==> config.mk <==
export PLATFORM = sky130hd
export DESIGN_NAME = ecc_err_capture
export DESIGN_NICKNAME = d
export VERILOG_FILES = /design/src/rtl/ecc_cap_pkg.sv /design/src/rtl/ecc_cap_slot.sv /design/src/rtl/ecc_cap_regs.sv /design/src/rtl/ecc_cap_irq.sv /design/src/rtl/ecc_err_capture.sv
export SDC_FILE = /design/constraint.sdc
export NUM_CORES = 1
export LEC_CHECK = 0
export BUFFER_PORTS_ARGS = -buffer_cell sky130_fd_sc_hd__buf_2
export CAP_MARGIN = 20
export CORE_MARGIN = 5
export CORE_UTILIZATION = 54
export DETAILED_ROUTE_END_ITERATION = 6
export GPL_TIMING_DRIVEN = 0
export PLACE_DENSITY = 0.79
export REMOVE_ABC_BUFFERS = 1
export SYNTH_ARGS = -nofsm -noshare
export SYNTH_HDL_FRONTEND = slang
export SYNTH_SLANG_ARGS = --single-unit
export TNS_END_PERCENT = 20
==> constraint.sdc <==
create_clock -name clk_i -period 2.4 [get_ports clk_i]
set_input_delay 0.12 -clock clk_i [delete_from_list [all_inputs] [get_ports clk_i]]
set_output_delay 0.12 -clock clk_i [all_outputs]
set_load 0.005 [all_outputs]
==> src/rtl/ecc_cap_pkg.sv <==
package ecc_cap_pkg;
  timeunit 1ns; timeprecision 1ps;

  localparam int NUM_CLS   = 2;
  localparam int CLS_CE    = 0;
  localparam int CLS_UE    = 1;
  localparam int REG_DW    = 32;

  // register word indices (byte offset / 4)
  localparam int WI_CTRL   = 0;
  localparam int WI_STAT   = 1;
  localparam int WI_ACK    = 2;
  localparam int WI_MASK   = 3;
  localparam int WI_CAP0   = 4;   // CE words 4..7, UE words 8..11
  localparam int CAP_WORDS = 4;
  localparam int WI_SRC    = WI_CAP0 + NUM_CLS * CAP_WORDS;

  // field positions
  localparam int EN_LSB       = 16;
  localparam int EN_W         = 2;
  localparam int MASK_ECC_BIT = 2;
  localparam int MASK_ALL_BIT = 31;
  localparam int SYND_LSB     = 8;
  localparam int SRC_CE_LSB   = 16;
  localparam int SRC_UE_LSB   = 0;

  typedef logic [1:0] stat_t;   // [0] pending, [1] overrun

  localparam stat_t ST_PEND = 2'b01;
  localparam stat_t ST_OVR  = 2'b10;
endpackage

==> src/rtl/ecc_cap_slot.sv <==
module ecc_cap_slot
  import ecc_cap_pkg::*;
#(
  parameter int ADDR_W = 34,
  parameter int DATA_W = 64,
  parameter int SYND_W = 8,
  parameter int SRC_W  = 14
) (
  input  logic              clk_i,
  input  logic              rst_ni,
  input  logic              en_i,
  input  logic              evt_i,
  input  logic [ADDR_W-1:0] addr_i,
  input  logic [DATA_W-1:0] data_i,
  input  logic [SYND_W-1:0] synd_i,
  input  logic [SRC_W-1:0]  src_i,
  input  stat_t             ack_i,
  output stat_t             status_o,
  output logic [ADDR_W-1:0] addr_o,
  output logic [DATA_W-1:0] data_o,
  output logic [SYND_W-1:0] synd_o,
  output logic [SRC_W-1:0]  src_o
);
  timeunit 1ns; timeprecision 1ps;

  stat_t             status_q;
  logic [ADDR_W-1:0] addr_q;
  logic [DATA_W-1:0] data_q;
  logic [SYND_W-1:0] synd_q;
  logic [SRC_W-1:0]  src_q;

  logic  take, empty, load;
  stat_t set_bits;

  assign take     = en_i && evt_i;
  assign empty    = (status_q == '0);
  assign load     = take && empty;
  assign set_bits = take ? (empty ? ST_PEND : ST_OVR) : '0;

  // event set wins over a same-cycle acknowledge
  always_ff @(posedge clk_i or negedge rst_ni) begin
    if (!rst_ni) status_q <= '0;
    else         status_q <= (status_q & ~ack_i) | set_bits;
  end

  always_ff @(posedge clk_i or negedge rst_ni) begin
    if (!rst_ni) begin
      addr_q <= '0;
      data_q <= '0;
      synd_q <= '0;
      src_q  <= '0;
    end else if (load) begin
      addr_q <= addr_i;
      data_q <= data_i;
      synd_q <= synd_i;
      src_q  <= src_i;
    end
  end

  assign status_o = status_q;
  assign addr_o   = addr_q;
  assign data_o   = data_q;
  assign synd_o   = synd_q;
  assign src_o    = src_q;

  AST_EVENT_FLAGS: assert property (@(posedge clk_i) disable iff (!rst_ni)
    (en_i && evt_i) |=> (status_q != '0));
  AST_CAPTURE_HOLD: assert property (@(posedge clk_i) disable iff (!rst_ni)
    (status_q != '0) |=> ($stable(addr_q) && $stable(data_q) && $stable(synd_q) && $stable(src_q)));
  AST_ACK_CLEARS: assert property (@(posedge clk_i) disable iff (!rst_ni)
    ((ack_i == 2'b11) && !(en_i && evt_i)) |=> (status_q == '0));
  AST_DISABLED_STABLE: assert property (@(posedge clk_i) disable iff (!rst_ni)
    (!en_i && (ack_i == '0)) |=> $stable(status_q));
endmodule

==> src/rtl/ecc_cap_regs.sv <==
module ecc_cap_regs
  import ecc_cap_pkg::*;
#(
  parameter int ADDR_W = 34,
  parameter int DATA_W = 64,
  parameter int SYND_W = 8,
  parameter int SRC_W  = 14,
  parameter int REG_AW = 8
) (
  input  logic                               clk_i,
  input  logic                               rst_ni,
  input  logic                               req_i,
  input  logic                               we_i,
  input  logic [REG_AW-1:0]                  addr_i,
  input  logic [REG_DW-1:0]                  wdata_i,
  output logic [REG_DW-1:0]                  rdata_o,
  output logic [EN_W-1:0]                    en_o,
  output logic                               grp_mask_o,
  output logic                               glob_mask_o,
  output logic [NUM_CLS-1:0][1:0]            ack_o,
  input  logic [NUM_CLS-1:0][1:0]            status_i,
  input  logic [NUM_CLS-1:0][ADDR_W-1:0]     cap_addr_i,
  input  logic [NUM_CLS-1:0][DATA_W-1:0]     cap_data_i,
  input  logic [NUM_CLS-1:0][SYND_W-1:0]     cap_synd_i,
  input  logic [NUM_CLS-1:0][SRC_W-1:0]      cap_src_i
);
  timeunit 1ns; timeprecision 1ps;

  localparam int WIDX_W    = REG_AW - 2;
  localparam int ADDR_HI_W = ADDR_W - 32;
  localparam logic [WIDX_W-1:0] W_CTRL = WIDX_W'(WI_CTRL);
  localparam logic [WIDX_W-1:0] W_ACK  = WIDX_W'(WI_ACK);
  localparam logic [WIDX_W-1:0] W_STAT = WIDX_W'(WI_STAT);
  localparam logic [WIDX_W-1:0] W_MASK = WIDX_W'(WI_MASK);
  localparam logic [WIDX_W-1:0] W_CAP0 = WIDX_W'(WI_CAP0);
  localparam logic [WIDX_W-1:0] W_SRC  = WIDX_W'(WI_SRC);

  logic [WIDX_W-1:0] widx;
  logic              aligned, wr_en, rd_en;
  logic [EN_W-1:0]   en_q;
  logic [REG_DW-1:0] mask_q;
  logic [REG_DW-1:0] cap_word [NUM_CLS][CAP_WORDS];
  logic [2:0]        cofs;

  assign widx    = addr_i[REG_AW-1:2];
  assign aligned = (addr_i[1:0] == 2'b00);
  assign wr_en   = req_i && we_i && aligned;
  assign rd_en   = req_i && !we_i && aligned;
  assign cofs    = 3'(widx - W_CAP0);

  always_ff @(posedge clk_i or negedge rst_ni) begin
    if (!rst_ni) begin
      en_q   <= '0;
      mask_q <= '0;
    end else if (wr_en) begin
      if (widx == W_CTRL) en_q   <= wdata_i[EN_LSB +: EN_W];
      if (widx == W_MASK) mask_q <= wdata_i;
    end
  end

  // write-one-to-clear pulses, one field per class
  for (genvar g = 0; g < NUM_CLS; g++) begin : g_ack
    assign ack_o[g] = (wr_en && (widx == W_ACK)) ? wdata_i[2*g +: 2] : 2'b00;
  end

  always_comb begin
    for (int c = 0; c < NUM_CLS; c++) begin
      logic [63:0] dpad;
      dpad = '0;
      dpad[DATA_W-1:0] = cap_data_i[c];
      cap_word[c][0] = cap_addr_i[c][31:0];
      cap_word[c][1] = '0;
      cap_word[c][1][ADDR_HI_W-1:0]    = cap_addr_i[c][ADDR_W-1:32];
      cap_word[c][1][SYND_LSB +: SYND_W] = cap_synd_i[c];
      cap_word[c][2] = dpad[31:0];
      cap_word[c][3] = dpad[63:32];
    end
  end

  always_comb begin
    rdata_o = '0;
    if (rd_en) begin
      if (widx == W_CTRL) begin
        rdata_o[EN_LSB +: EN_W] = en_q;
      end else if (widx == W_STAT) begin
        for (int c = 0; c < NUM_CLS; c++) rdata_o[2*c +: 2] = status_i[c];
      end else if (widx == W_MASK) begin
        rdata_o = mask_q;
      end else if (widx == W_SRC) begin
        rdata_o[SRC_CE_LSB +: SRC_W] = cap_src_i[CLS_CE];
        rdata_o[SRC_UE_LSB +: SRC_W] = cap_src_i[CLS_UE];
      end else if ((widx >= W_CAP0) && (widx < W_SRC)) begin
        rdata_o = cap_word[cofs[2]][cofs[1:0]];
      end
    end
  end

  assign en_o        = en_q;
  assign grp_mask_o  = mask_q[MASK_ECC_BIT];
  assign glob_mask_o = mask_q[MASK_ALL_BIT];

  AST_CTRL_STABLE: assert property (@(posedge clk_i) disable iff (!rst_ni)
    !(wr_en && (widx == W_CTRL)) |=> $stable(en_q));
  AST_MASK_STABLE: assert property (@(posedge clk_i) disable iff (!rst_ni)
    !(wr_en && (widx == W_MASK)) |=> $stable(mask_q));
endmodule

==> src/rtl/ecc_cap_irq.sv <==
module ecc_cap_irq
  import ecc_cap_pkg::*;
(
  input  logic [NUM_CLS-1:0][1:0] status_i,
  input  logic                    grp_mask_i,
  input  logic                    glob_mask_i,
  output logic                    irq_o
);
  timeunit 1ns; timeprecision 1ps;

  logic any_set;

  always_comb begin
    any_set = 1'b0;
    for (int c = 0; c < NUM_CLS; c++) any_set = any_set | (|status_i[c]);
  end

  assign irq_o = any_set && !grp_mask_i && !glob_mask_i;
endmodule

==> src/rtl/ecc_err_capture.sv <==
module ecc_err_capture
  import ecc_cap_pkg::*;
#(
  parameter int ADDR_W = 34,
  parameter int DATA_W = 64,
  parameter int SYND_W = 8,
  parameter int SRC_W  = 14,
  parameter int REG_AW = 8
) (
  input  logic              clk_i,
  input  logic              rst_ni,
  input  logic              ce_valid_i,
  input  logic [ADDR_W-1:0] ce_addr_i,
  input  logic [DATA_W-1:0] ce_data_i,
  input  logic [SYND_W-1:0] ce_synd_i,
  input  logic [SRC_W-1:0]  ce_src_i,
  input  logic              ue_valid_i,
  input  logic [ADDR_W-1:0] ue_addr_i,
  input  logic [DATA_W-1:0] ue_data_i,
  input  logic [SYND_W-1:0] ue_synd_i,
  input  logic [SRC_W-1:0]  ue_src_i,
  input  logic              reg_req_i,
  input  logic              reg_we_i,
  input  logic [REG_AW-1:0] reg_addr_i,
  input  logic [31:0]       reg_wdata_i,
  output logic [31:0]       reg_rdata_o,
  output logic              irq_o
);
  timeunit 1ns; timeprecision 1ps;

  logic [NUM_CLS-1:0]             evt;
  logic [NUM_CLS-1:0][ADDR_W-1:0] ev_addr, cap_addr;
  logic [NUM_CLS-1:0][DATA_W-1:0] ev_data, cap_data;
  logic [NUM_CLS-1:0][SYND_W-1:0] ev_synd, cap_synd;
  logic [NUM_CLS-1:0][SRC_W-1:0]  ev_src,  cap_src;
  logic [NUM_CLS-1:0][1:0]        status, ack;
  logic [EN_W-1:0]                en_field;
  logic                           rpt_en, grp_mask, glob_mask;

  assign evt[CLS_CE]     = ce_valid_i;
  assign ev_addr[CLS_CE] = ce_addr_i;
  assign ev_data[CLS_CE] = ce_data_i;
  assign ev_synd[CLS_CE] = ce_synd_i;
  assign ev_src[CLS_CE]  = ce_src_i;
  assign evt[CLS_UE]     = ue_valid_i;
  assign ev_addr[CLS_UE] = ue_addr_i;
  assign ev_data[CLS_UE] = ue_data_i;
  assign ev_synd[CLS_UE] = ue_synd_i;
  assign ev_src[CLS_UE]  = ue_src_i;

  assign rpt_en = |en_field;

  for (genvar g = 0; g < NUM_CLS; g++) begin : g_slot
    ecc_cap_slot #(
      .ADDR_W(ADDR_W), .DATA_W(DATA_W), .SYND_W(SYND_W), .SRC_W(SRC_W)
    ) u_slot (
      .clk_i   (clk_i),
      .rst_ni  (rst_ni),
      .en_i    (rpt_en),
      .evt_i   (evt[g]),
      .addr_i  (ev_addr[g]),
      .data_i  (ev_data[g]),
      .synd_i  (ev_synd[g]),
      .src_i   (ev_src[g]),
      .ack_i   (ack[g]),
      .status_o(status[g]),
      .addr_o  (cap_addr[g]),
      .data_o  (cap_data[g]),
      .synd_o  (cap_synd[g]),
      .src_o   (cap_src[g])
    );
  end

  ecc_cap_regs #(
    .ADDR_W(ADDR_W), .DATA_W(DATA_W), .SYND_W(SYND_W), .SRC_W(SRC_W), .REG_AW(REG_AW)
  ) u_regs (
    .clk_i      (clk_i),
    .rst_ni     (rst_ni),
    .req_i      (reg_req_i),
    .we_i       (reg_we_i),
    .addr_i     (reg_addr_i),
    .wdata_i    (reg_wdata_i),
    .rdata_o    (reg_rdata_o),
    .en_o       (en_field),
    .grp_mask_o (grp_mask),
    .glob_mask_o(glob_mask),
    .ack_o      (ack),
    .status_i   (status),
    .cap_addr_i (cap_addr),
    .cap_data_i (cap_data),
    .cap_synd_i (cap_synd),
    .cap_src_i  (cap_src)
  );

  ecc_cap_irq u_irq (
    .status_i   (status),
    .grp_mask_i (grp_mask),
    .glob_mask_i(glob_mask),
    .irq_o      (irq_o)
  );

  AST_BOTH_CAPTURED: assert property (@(posedge clk_i) disable iff (!rst_ni)
    (rpt_en && ce_valid_i && ue_valid_i) |=> ((status[CLS_CE] != '0) && (status[CLS_UE] != '0)));
  AST_IRQ_FOLLOWS_FLAG: assert property (@(posedge clk_i) disable iff (!rst_ni)
    (rpt_en && ce_valid_i && !grp_mask && !glob_mask && !(reg_req_i && reg_we_i)) |=> irq_o);
endmodule

==> impl_metrics.tcl, run 1 <==
set metrics [dict create \
    ys_top_cells_by_count "sky130_fd_sc_hd__mux2_2, sky130_fd_sc_hd__dfrtp_1, sky130_fd_sc_hd__a22oi_1" \
    synth_edf_count 0 \
    postRouteWirelength_mm 42.3 \
    outcome "finished clean" \
    die_area_sq_um 26600 \
    via_per_inst 5.69 \
    port-buffer-count 318 \
    gpl.final_weighted_congestion 0.796 \
    nets 1729 \
    ir_worst_vdd_mv 0.676 \
    clk_latency_ps 550 \
    worst_setup_hold_path_clk_slew_ps 60 \
    worst-setup-path-type "flip-flop to primary output" \
    drc_errors 0 \
    power_density_nw_per_um2 796 \
    seqCellArea_sq_um 6960 \
    gr-usage-all-layers_pct 31.6 \
    clock_skew_ps 12.9 \
    ys_types 39 \
    fmax_mhz 429 \
    timing.hold.worst.class "input port to flip-flop" \
    die_w_um 163 \
    worst_r2r_path_depth 4 \
    period_minus_slack_ps 2330 \
    syn_area_sq_um 12700 \
    placeableCoreArea_sq_um 23300 \
    hold-path-cell-count 4 \
    synth.mux.area_fraction_pct 33.9 \
    clockBufferDepth 3 \
    hold_path_startpoint "reg_addr_i[0]" \
    report.final.setup_viol 0 \
    finalSetupTns_ps 0 \
    synth_area_leaders "sky130_fd_sc_hd__dfrtp_1, sky130_fd_sc_hd__mux2_2, sky130_fd_sc_hd__mux4_2" \
    multi_input_area_sq_um 5420 \
    power.leakage_nw 9.02 \
    synth_largest_type_area_fraction_pct 55.0 \
    drive_gt1_share_pct 49.5 \
    crit_fanout 2 \
    synth_top_flop_cell "sky130_fd_sc_hd__dfrtp_1" \
    rows 56 \
    grt_start_max_net_pins 106 \
    rsz_0062_raised_after_global_routing "no" \
    synth_area_per_cell_sq_um 14.7 \
    cts.sink_count 278 \
    final_core_utilization_pct 79.6 \
    vias 10221 \
    cts_tree "yes" \
    place_inst 1447 \
    synth-compound-area-share_pct 5.73 \
    terminating_pin_of_the_worst_hold_path "u_regs.en_o[0]$_DFFE_PN0P_" \
    synth_simple_gate_area_share_pct 2.57 \
    worst_ep_arrival_time_ps 2210 \
    critical_path_required_ps 2280 \
    reg2reg_from "u_regs.en_o[0]$_DFFE_PN0P_" \
    synthXorXnorAreaFrac_pct 0.0692 \
    grt_pass1_wl_mm 64.9 \
    htree_levels 1 \
    post_synthesis_register_bit_count 278 \
    antenna_left 0 \
    initial_utilization_pct 54.4 \
    leading_cell_type_by_number_of_instances_after_synthesis "sky130_fd_sc_hd__mux2_2" \
    slew_violations 0 \
    critPathLaunchType "flip-flop" \
    final_cell_count_no_fill 1797 \
    worst_slew_pin_slew_ps 893 \
    postSynthCellCount 862 \
    end_kind "primary output" \
    cts_inserted_buffers 31 \
    die_y_um 163 \
    first_pass_iters 5 \
    area_growth_from_synthesis_to_layout_pct 46.2 \
    timing.slew.headroom_pct 40.3 \
    hpwl_mm 22.6 \
    clock_tree_root_driver_cell "sky130_fd_sc_hd__clkbuf_16" \
    post-synth-top-area-cell "sky130_fd_sc_hd__dfrtp_1" \
    ys_seq_area_share_pct 55.0 \
    r2r_setup_slack_ps 130 \
    yosysWarningCount 0 \
    final.setup.worst_slack_ps 70.5 \
    post-place-ws_ps -948 \
    antenna_found_initial 11 \
    dr.first_iter.drc_count 655 \
    fillCellCount 1268 \
    layout_worst_path_cycle_share_pct 97.1 \
    hold_violations 0 \
    r2r-end "g_slot[1].u_slot.data_o[47]$_DFFE_PN0P_" \
    drv.max_cap_violation_count 0 \
    pin_count 319 \
    first_global_vias 11745 \
    combinational_family_with_the_most_area_after_synthesis "multiplexers" \
    yosys.area_share.adder_pct 0 \
    synthArstFlopShare_pct 100 \
    gr-total-overflow 0 \
    post_drt_wl_per_cell_um 23.5 \
]
state kept, by name (all words and copies together) (netlist names):
register / count
g_slot.u_slot.data_o: 128
g_slot.u_slot.addr_o: 68
u_regs.mask_q: 32
g_slot.u_slot.src_o: 28
g_slot.u_slot.synd_o: 16
g_slot.u_slot.status_o: 4
u_regs.en_o: 2
layer usage:
layer	track usage (%)	vias up	routed length, um	part of all wire (%)
met5	0	-	0	0
met4	15.1	0	2150	5.1
met3	5.75	154	2480	5.9
met2	57.5	466	22700	54
met1	35.8	5218	15000	35
li1	-	4383	-	-
worst max-delay path by stage:
stage                                                 from                                 endpoint  slack, ps  cells after the start
global route                                 reg_addr_i[4]                          reg_rdata_o[24]         30                      7
floorplan                       u_regs.en_o[1]$_DFFE_PN0P_   g_slot[1].u_slot.addr_o[0]$_DFFE_PN0P_      -1450                      3
CTS                 g_slot[0].u_slot.data_o[3]$_DFFE_PN0P_                           reg_rdata_o[3]         40                      5
detailed placement                           reg_addr_i[4]                          reg_rdata_o[31]       -950                      6
finish              g_slot[1].u_slot.data_o[2]$_DFFE_PN0P_                           reg_rdata_o[2]         70                      5
global placement                                    rst_ni  g_slot[0].u_slot.data_o[10]$_DFFE_PN0P_      -3900                      1
cell usage in the layout, fill, tap and decap left out, types with 3 or more instances in the layout:
master	count
sky130_fd_sc_hd__dlygate4sd3_1	275
sky130_fd_sc_hd__a22oi_1	43
sky130_fd_sc_hd__mux2i_1	20
sky130_fd_sc_hd__dfrtp_1	278
sky130_fd_sc_hd__a21oi_1	11
sky130_fd_sc_hd__mux2_2	293
sky130_fd_sc_hd__clkinv_2	8
sky130_fd_sc_hd__a32oi_1	7
sky130_fd_sc_hd__nand2b_1	4
sky130_fd_sc_hd__diode_2	11
sky130_fd_sc_hd__nand3_1	6
sky130_fd_sc_hd__nor2b_1	6
sky130_fd_sc_hd__o21ai_0	36
sky130_fd_sc_hd__buf_2	314
sky130_fd_sc_hd__mux4_2	34
sky130_fd_sc_hd__clkbuf_8	5
sky130_fd_sc_hd__inv_1	4
sky130_fd_sc_hd__bufinv_16	3
sky130_fd_sc_hd__clkinvlp_4	4
sky130_fd_sc_hd__clkbuf_16	31
sky130_fd_sc_hd__buf_4	7
sky130_fd_sc_hd__buf_16	6
sky130_fd_sc_hd__buf_12	3
sky130_fd_sc_hd__nor2_1	5
sky130_fd_sc_hd__a211oi_1	4
sky130_fd_sc_hd__nand2_1	15
sky130_fd_sc_hd__clkbuf_1	6
timing repair:
item	4_1_cts	5_1_grt
hold endpoints to repair	357	0
gates resized for setup	10	4
setup buffers	4	3
setup endpoints to repair	30	63
hold buffers	275	0
pin swaps	1	3
area by class of cell:
class,count,share of cell area [%]
inverters,4,0.0811
well taps,319,2.16
clock inverters,15,0.865
repair buffers,610,25.2
diodes,11,0.149
flip-flops and latches,278,37.6
clock buffers,42,4.69
multi-input cells,518,29.3
report_power, final:
group | switching (mW) | leakage (nW) | internal (mW)
clock network | 1.94 | 0.499 | 2.84
registers | 0.782 | 3.69 | 6.03
logic | 1.10 | 4.83 | 2.02
total | 3.83 | 9.02 | 10.9
through the flow:
step	hold slack (ps)	total power, mW	instance area, sq um
2_1_floorplan	-176	8.43	12300
3_3_place_gp	333	9.16	14300
3_5_place_dp	148	9.36	14600
4_1_cts	47.2	14.5	18400
5_1_grt	126	15.4	18500
6_report	123	14.7	18500
critical path: stages (launching register included):
cell                       delay, ps
sky130_fd_sc_hd__dfrtp_1         410
sky130_fd_sc_hd__mux4_2          470
sky130_fd_sc_hd__nor2b_1         160
sky130_fd_sc_hd__o21ai_0         340
sky130_fd_sc_hd__a211oi_1        130
sky130_fd_sc_hd__buf_2           160
cell families after synthesis:
| logic type | count (synthesis) |
|---|---|
| compound gates | 111 |
| buf+inv | 66 |
| simple gates | 57 |
| flops | 278 |
| mux | 349 |
| xor+xnor | 1 |
No activity file was read; power rests on OpenSTA's default activity.
==> inputs of run 2 (changes only) <==
- CORE_UTILIZATION: 54 -> 55
- SYNTH_HIERARCHICAL: default -> 1
==> impl_metrics.tcl, run 2 <==
set metrics [dict create \
    gr-total-overflow 0 \
    final_common_cell "sky130_fd_sc_hd__buf_2" \
    drive_gt1_share_pct 48.1 \
    via_per_inst 5.68 \
    antenna_found_initial 17 \
    report.final.setup_viol 1 \
    power.leakage_nw 9.36 \
    timing.slew.headroom_pct 38.9 \
    drc_errors 0 \
    synth_simple_gate_area_share_pct 3.67 \
    synth-compound-area-share_pct 5.41 \
    synth_edf_count 0 \
    cts.sink_count 278 \
    timing.hold.worst.class "input port to async pin" \
    yosysWarningCount 6 \
    grtUsageMet3_pct 5.99 \
    fmax_mhz 409 \
    failed_checks "setup timing" \
    first_global_vias 11942 \
    syn_area_sq_um 13800 \
    seqPwrFrac_pct 45.4 \
    swShare_pct 23.1 \
    critPathLaunchType "flip-flop" \
    worst_ep_arrival_time_ps 2320 \
    synth_largest_type_area_fraction_pct 50.5 \
    worst_r2r_path_depth 3 \
    peak_usage_layer_in_the_global_routing_report "met2" \
    first_pass_iters 7 \
    reg2reg_from "g_slot[1].u_slot/status_o[1]$_DFF_PN0_" \
    worst_setup_hold_path_clk_slew_ps 70 \
    r2r_setup_slack_ps 60 \
    die_y_um 168 \
    gpl.final_weighted_congestion 0.799 \
    post-place-ws_ps -750 \
    vias 10436 \
    postRouteWirelength_mm 45.4 \
    initial_utilization_pct 55.3 \
    rows 58 \
    htree_levels 1 \
    worst-setup-path-type "flip-flop to primary output" \
    ys_top_cells_by_count "sky130_fd_sc_hd__dfrtp_1, sky130_fd_sc_hd__mux2_4, sky130_fd_sc_hd__mux2_2" \
    hold_violations 0 \
    post-layout-total-power_mw 10.5 \
    synth_area_per_cell_sq_um 15.5 \
    cts_inserted_buffers 31 \
    pin_count 319 \
    combinational_family_with_the_most_area_after_synthesis "multiplexers" \
    gr-usage-all-layers_pct 31.2 \
    layout_worst_path_cycle_share_pct 102 \
    power.clock.fraction_pct 44.4 \
    worst_slew_pin_slew_ps 916 \
    clock_skew_ps 14.0 \
    yosys.area_share.adder_pct 0 \
    largest_register_ff_count 128 \
    netSwitchingPower_mw 2.43 \
    cell_breakdown_of_the_critical_path "mux4_2 > a222oi_1 > a21oi_1 > buf_2" \
    post_synthesis_register_bit_count 278 \
    die_w_um 168 \
    synth.mux.area_fraction_pct 35.5 \
    antenna_left 0 \
    cts_tree "yes" \
    synthXorXnorAreaFrac_pct 0.0636 \
    r2r-end "g_slot[1].u_slot/synd_o[0]$_DFFE_PN0P_" \
    crit_path_top_delay_cell "sky130_fd_sc_hd__a222oi_1" \
    ys_types 47 \
    grt_start_max_net_pins 124 \
    slowest_delay_ps 510 \
    period_minus_slack_ps 2440 \
    layout_common_cells "sky130_fd_sc_hd__buf_2, sky130_fd_sc_hd__dfrtp_1, sky130_fd_sc_hd__dlygate4sd3_1, sky130_fd_sc_hd__mux2_4, sky130_fd_sc_hd__mux2_2" \
    synth_top_flop_cell "sky130_fd_sc_hd__dfrtp_1" \
    synth_area_leaders "sky130_fd_sc_hd__dfrtp_1, sky130_fd_sc_hd__mux2_4, sky130_fd_sc_hd__mux2_2" \
    clockBufferDepth 3 \
    drv.max_cap_violation_count 0 \
    port-buffer-count 318 \
    ir_worst_vdd_mv 0.766 \
    power_density_nw_per_um2 547 \
    clock_tree_root_driver_cell "sky130_fd_sc_hd__clkbuf_16" \
    critical_path_required_ps 2280 \
    postSynthCellCount 889 \
    internal-power_mw 8.11 \
    slew_violations 0 \
    hpwl_mm 23.9 \
    use_met1_pct 35.9 \
    nets 1755 \
    die_area_sq_um 28300 \
    clk_latency_ps 560 \
    post-synth-top-area-cell "sky130_fd_sc_hd__dfrtp_1" \
    area_growth_from_synthesis_to_layout_pct 39.9 \
    end_kind "primary output" \
    synthArstFlopShare_pct 100 \
    ys_seq_area_share_pct 50.5 \
    outcome "finished, violations left" \
    met2_usage_pct 55.4 \
    final.setup.worst_slack_ps -42.8 \
    placeableCoreArea_sq_um 24900 \
    crit_fanout 2 \
    post_drt_wl_per_cell_um 24.7 \
    comb_power_share_pct 10.2 \
    dr.first_iter.drc_count 869 \
    grt_pass1_wl_mm 68.7 \
    rsz_0062_raised_after_global_routing "yes" \
    leading_cell_type_by_number_of_instances_after_synthesis "sky130_fd_sc_hd__dfrtp_1" \
]
[run 2: kinds of logic (layout without fill, tap and decap cells)]
kind of cell / count (synthesis) / after routing
multiplexers: 338 / 338
flip-flops: 278 / 278
AO/OA/AOI/OAI: 114 / 114
AND/OR/NAND/NOR: 89 / 89
buffers and inverters: 69 / 669
XOR/XNOR: 1 / 1
other: 0 / 18
[run 2: power groups by stage]
stage	combinational [mW]	clock (mW)	sequential, mW
3_5_place_dp	0.658	0	4.86
3_3_place_gp	0.624	0	4.86
6_report	1.07	4.68	4.78
2_1_floorplan	0.191	0	4.85
5_1_grt	1.14	4.93	4.79
4_1_cts	1.03	4.71	4.78
[run 2: critical path, delay by kind of cell (launching register included)]
kind	cells	cell delay [ps]
AO/OA/AOI/OAI	2	730
flip-flops	1	410
buffers and inverters	1	180
multiplexers	1	450
[run 2: how the worst max path moves through the flow]
| stage | start | to |
|---|---|---|
| global route | reg_addr_i[4] | reg_rdata_o[29] |
| floorplan | g_slot[0].u_slot/status_o[1]$_DFF_PN0_ | g_slot[0].u_slot/addr_o[33]$_DFFE_PN0P_ |
| CTS | reg_addr_i[2] | reg_rdata_o[1] |
| detailed placement | reg_addr_i[3] | u_regs/mask_q[18]$_DFFE_PN0P_ |
| finish | g_slot[0].u_slot/data_o[29]$_DFFE_PN0P_ | reg_rdata_o[29] |
| global placement | rst_ni | g_slot[1].u_slot/data_o[42]$_DFFE_PN0P_ |
[run 2: cell type report]
| type | instances | area, sq um |
|---|---|---|
| repair buffers | 606 | 4660 |
| clock inverters | 12 | 144 |
| clock buffers | 41 | 833 |
| diodes | 18 | 45.0 |
| flip-flops and latches | 278 | 6960 |
| well taps | 330 | 413 |
| multi-input cells | 542 | 6170 |
| fillers | 1362 | 5620 |
| inverters | 10 | 41.3 |
[run 2: what timing repair did]
action | CTS | global route
hold buffers | 275 | 0
setup endpoints to repair | 64 | 43
resized for setup | 8 | 5
endpoints found under the hold margin | 556 | 0
buffers inserted | 3 | 0
pin swaps | 3 | 1
[run 2: per-stage QoR]
stage | util (%) | setup TNS [ps] | hold WS, ps | cell area [sq um] | cells
global route | 77.4 | -120 | 72.4 | 19300 | 1836
detailed placement | 61.9 | -34600 | 42.4 | 15400 | 1488
CTS | 77.1 | 0 | 58.7 | 19200 | 1819
finish | 77.4 | -42.8 | 54.8 | 19300 | 1837
floorplan | - | -30280 | -176 | 13100 | 830
global placement | 60.8 | -1365910 | 351 | 15100 | 1478
[run 2: metal layers]
layer	vias to the layer above	routed length, um	part of all wire (%)
met3	170	2760	6.1
met1	5242	16700	37
li1	4501	-	-
met2	521	23600	52
met4	2	2380	5.2
met5	-	7	0.015
==> inputs of run 3 (changes only) <==
- RECOVER_POWER: default -> 25
==> impl_metrics.tcl, run 3 (synthesis results as in run 2) <==
set metrics [dict create \
    port-buffer-count 318 \
    failed_checks "setup timing" \
    slew_violations 0 \
    worst_setup_hold_path_clk_slew_ps 70 \
    swShare_pct 23.1 \
    hold-path-cell-count 4 \
    drc_errors 0 \
    htree_levels 1 \
    layout_common_cells "sky130_fd_sc_hd__buf_2, sky130_fd_sc_hd__dfrtp_1, sky130_fd_sc_hd__dlygate4sd3_1, sky130_fd_sc_hd__mux2_4, sky130_fd_sc_hd__mux2_2" \
    worst_slew_pin_slew_ps 1160 \
    seqPwrFrac_pct 45.4 \
    initial_utilization_pct 55.3 \
    hold_violations 0 \
    worst_ep_arrival_time_ps 2330 \
    rows 58 \
    comb_power_share_pct 10.1 \
    post_drt_wl_per_cell_um 24.7 \
    worst_r2r_path_depth 3 \
    crit_fanout 2 \
    critPathLaunchType "flip-flop" \
    clockBufferDepth 3 \
    fin_worst_hold_slack_ps 247 \
    gr-total-overflow 0 \
    place_inst 1488 \
    netSwitchingPower_mw 2.43 \
    final.setup.worst_slack_ps -45.7 \
    first_global_vias 11942 \
    report.final.setup_viol 1 \
    die_w_um 168 \
    end_kind "primary output" \
    grt_pass1_wl_mm 68.7 \
    period_minus_slack_ps 2450 \
    gpl.final_weighted_congestion 0.799 \
    cts_tree "yes" \
    gr-usage-all-layers_pct 31.2 \
    power.leakage_nw 9.35 \
    power_density_nw_per_um2 547 \
    grt_start_max_net_pins 124 \
    largest_register_ff_count 128 \
    die_y_um 168 \
    worst-setup-path-type "flip-flop to primary output" \
    pin_count 319 \
    timing.hold.worst.class "input port to flip-flop" \
    hpwl_mm 23.9 \
    vias 10411 \
    antenna_left 0 \
    clock_tree_root_driver_cell "sky130_fd_sc_hd__clkbuf_16" \
    r2r_setup_slack_ps 70 \
    fmax_mhz 409 \
    outcome "finished, violations left" \
    first_pass_iters 6 \
    die_area_sq_um 28300 \
    drv.max_cap_violation_count 0 \
    ir_worst_vdd_mv 0.765 \
    via_per_inst 5.67 \
    final_cell_count_no_fill 1837 \
    timing.slew.headroom_pct 22.8 \
    cts_inserted_buffers 31 \
    drive_gt1_share_pct 48.1 \
    postRouteWirelength_mm 45.4 \
    antenna_found_initial 17 \
    area_growth_from_synthesis_to_layout_pct 39.7 \
    dr.first_iter.drc_count 891 \
    layout_worst_path_cycle_share_pct 102 \
    power.clock.fraction_pct 44.5 \
    internal-power_mw 8.10 \
    critical_path_required_ps 2280 \
    rsz_0062_raised_after_global_routing "yes" \
    final_common_cell "sky130_fd_sc_hd__buf_2" \
    clock_skew_ps 13.0 \
    cts.sink_count 278 \
    placeableCoreArea_sq_um 24900 \
    clk_latency_ps 560 \
    nets 1755 \
]
run 3: cell types whose count changed in the layout (fill, tap and decap cells not counted), sizes merged:
cell,before,now
buf,331,330
clkbuf,41,42
run 3: what timing repair did:
item / in CTS / in global routing
pin swaps: 3 / 1
hold endpoints to repair: 556 / 0
hold buffers: 275 / 0
endpoints found under the setup margin: 64 / 43
resized for setup: 8 / 5
buffers inserted: 3 / 0
run 3: power groups by stage:
stage / registers, mW / clock network (mW) / logic (mW)
2_1_floorplan: 4.85 / 0 / 0.191
3_3_place_gp: 4.86 / 0 / 0.624
3_5_place_dp: 4.86 / 0 / 0.658
4_1_cts: 4.78 / 4.71 / 1.03
5_1_grt: 4.79 / 4.93 / 1.14
6_report: 4.78 / 4.68 / 1.07
run 3: area by class of cell:
type                    count  area (sq um)
fillers                  1366          5650
flip-flops and latches    278          6960
clock inverters            12           144
inverters                  10          41.3
diodes                     18          45.0
multi-input cells         542          6170
repair buffers            606          4640
well taps                 330           413
clock buffers              41           833
run 3: routing by layer:
layer / global-route usage (%) / up-vias / wire length [um]
li1: - / 4501 / -
met1: 35.9 / 5238 / 16700
met2: 55.4 / 504 / 23600
met3: 5.99 / 166 / 2730
met4: 15.9 / 2 / 2350
met5: 0 / - / 7
run 3: path summary, 6_finish.rpt:
| kind | start | end |
|---|---|---|
| min in group asynchronous | rst_ni | g_slot[1].u_slot/data_o[58]$_DFFE_PN0P_ |
| hold / removal | reg_addr_i[1] | u_regs/en_o[1]$_DFFE_PN0P_ |
| max in group asynchronous | rst_ni | g_slot[0].u_slot/data_o[9]$_DFFE_PN0P_ |
| setup / recovery | g_slot[0].u_slot/data_o[29]$_DFFE_PN0P_ | reg_rdata_o[29] |
| setup reg to reg | g_slot[1].u_slot/status_o[1]$_DFF_PN0_ | g_slot[1].u_slot/synd_o[0]$_DFFE_PN0P_ |
| hold reg to reg | u_regs/mask_q[9]$_DFFE_PN0P_ | u_regs/mask_q[9]$_DFFE_PN0P_ |
run 3: critical path, stage by stage (launching register included):
cell                       delay (ps)
sky130_fd_sc_hd__dfrtp_1          410
sky130_fd_sc_hd__mux4_2           450
sky130_fd_sc_hd__a222oi_1         510
sky130_fd_sc_hd__a21oi_1          220
sky130_fd_sc_hd__buf_2            180
run 3: metrics by stage:
stage / instance area [sq um] / power [mW] / setup WS [ps] / utilization, % / setup TNS [ps]
global route: 19200 / 10.9 / -112 / 77.3 / -120
detailed placement: 15400 / 5.52 / -750 / 61.9 / -34600
global placement: 15100 / 5.48 / -3890 / 60.8 / -1365910
floorplan: 13100 / 5.04 / -189 / - / -30280
CTS: 19200 / 10.5 / 22.9 / 77.1 / 0
finish: 19200 / 10.5 / -45.7 / 77.3 / -45.7
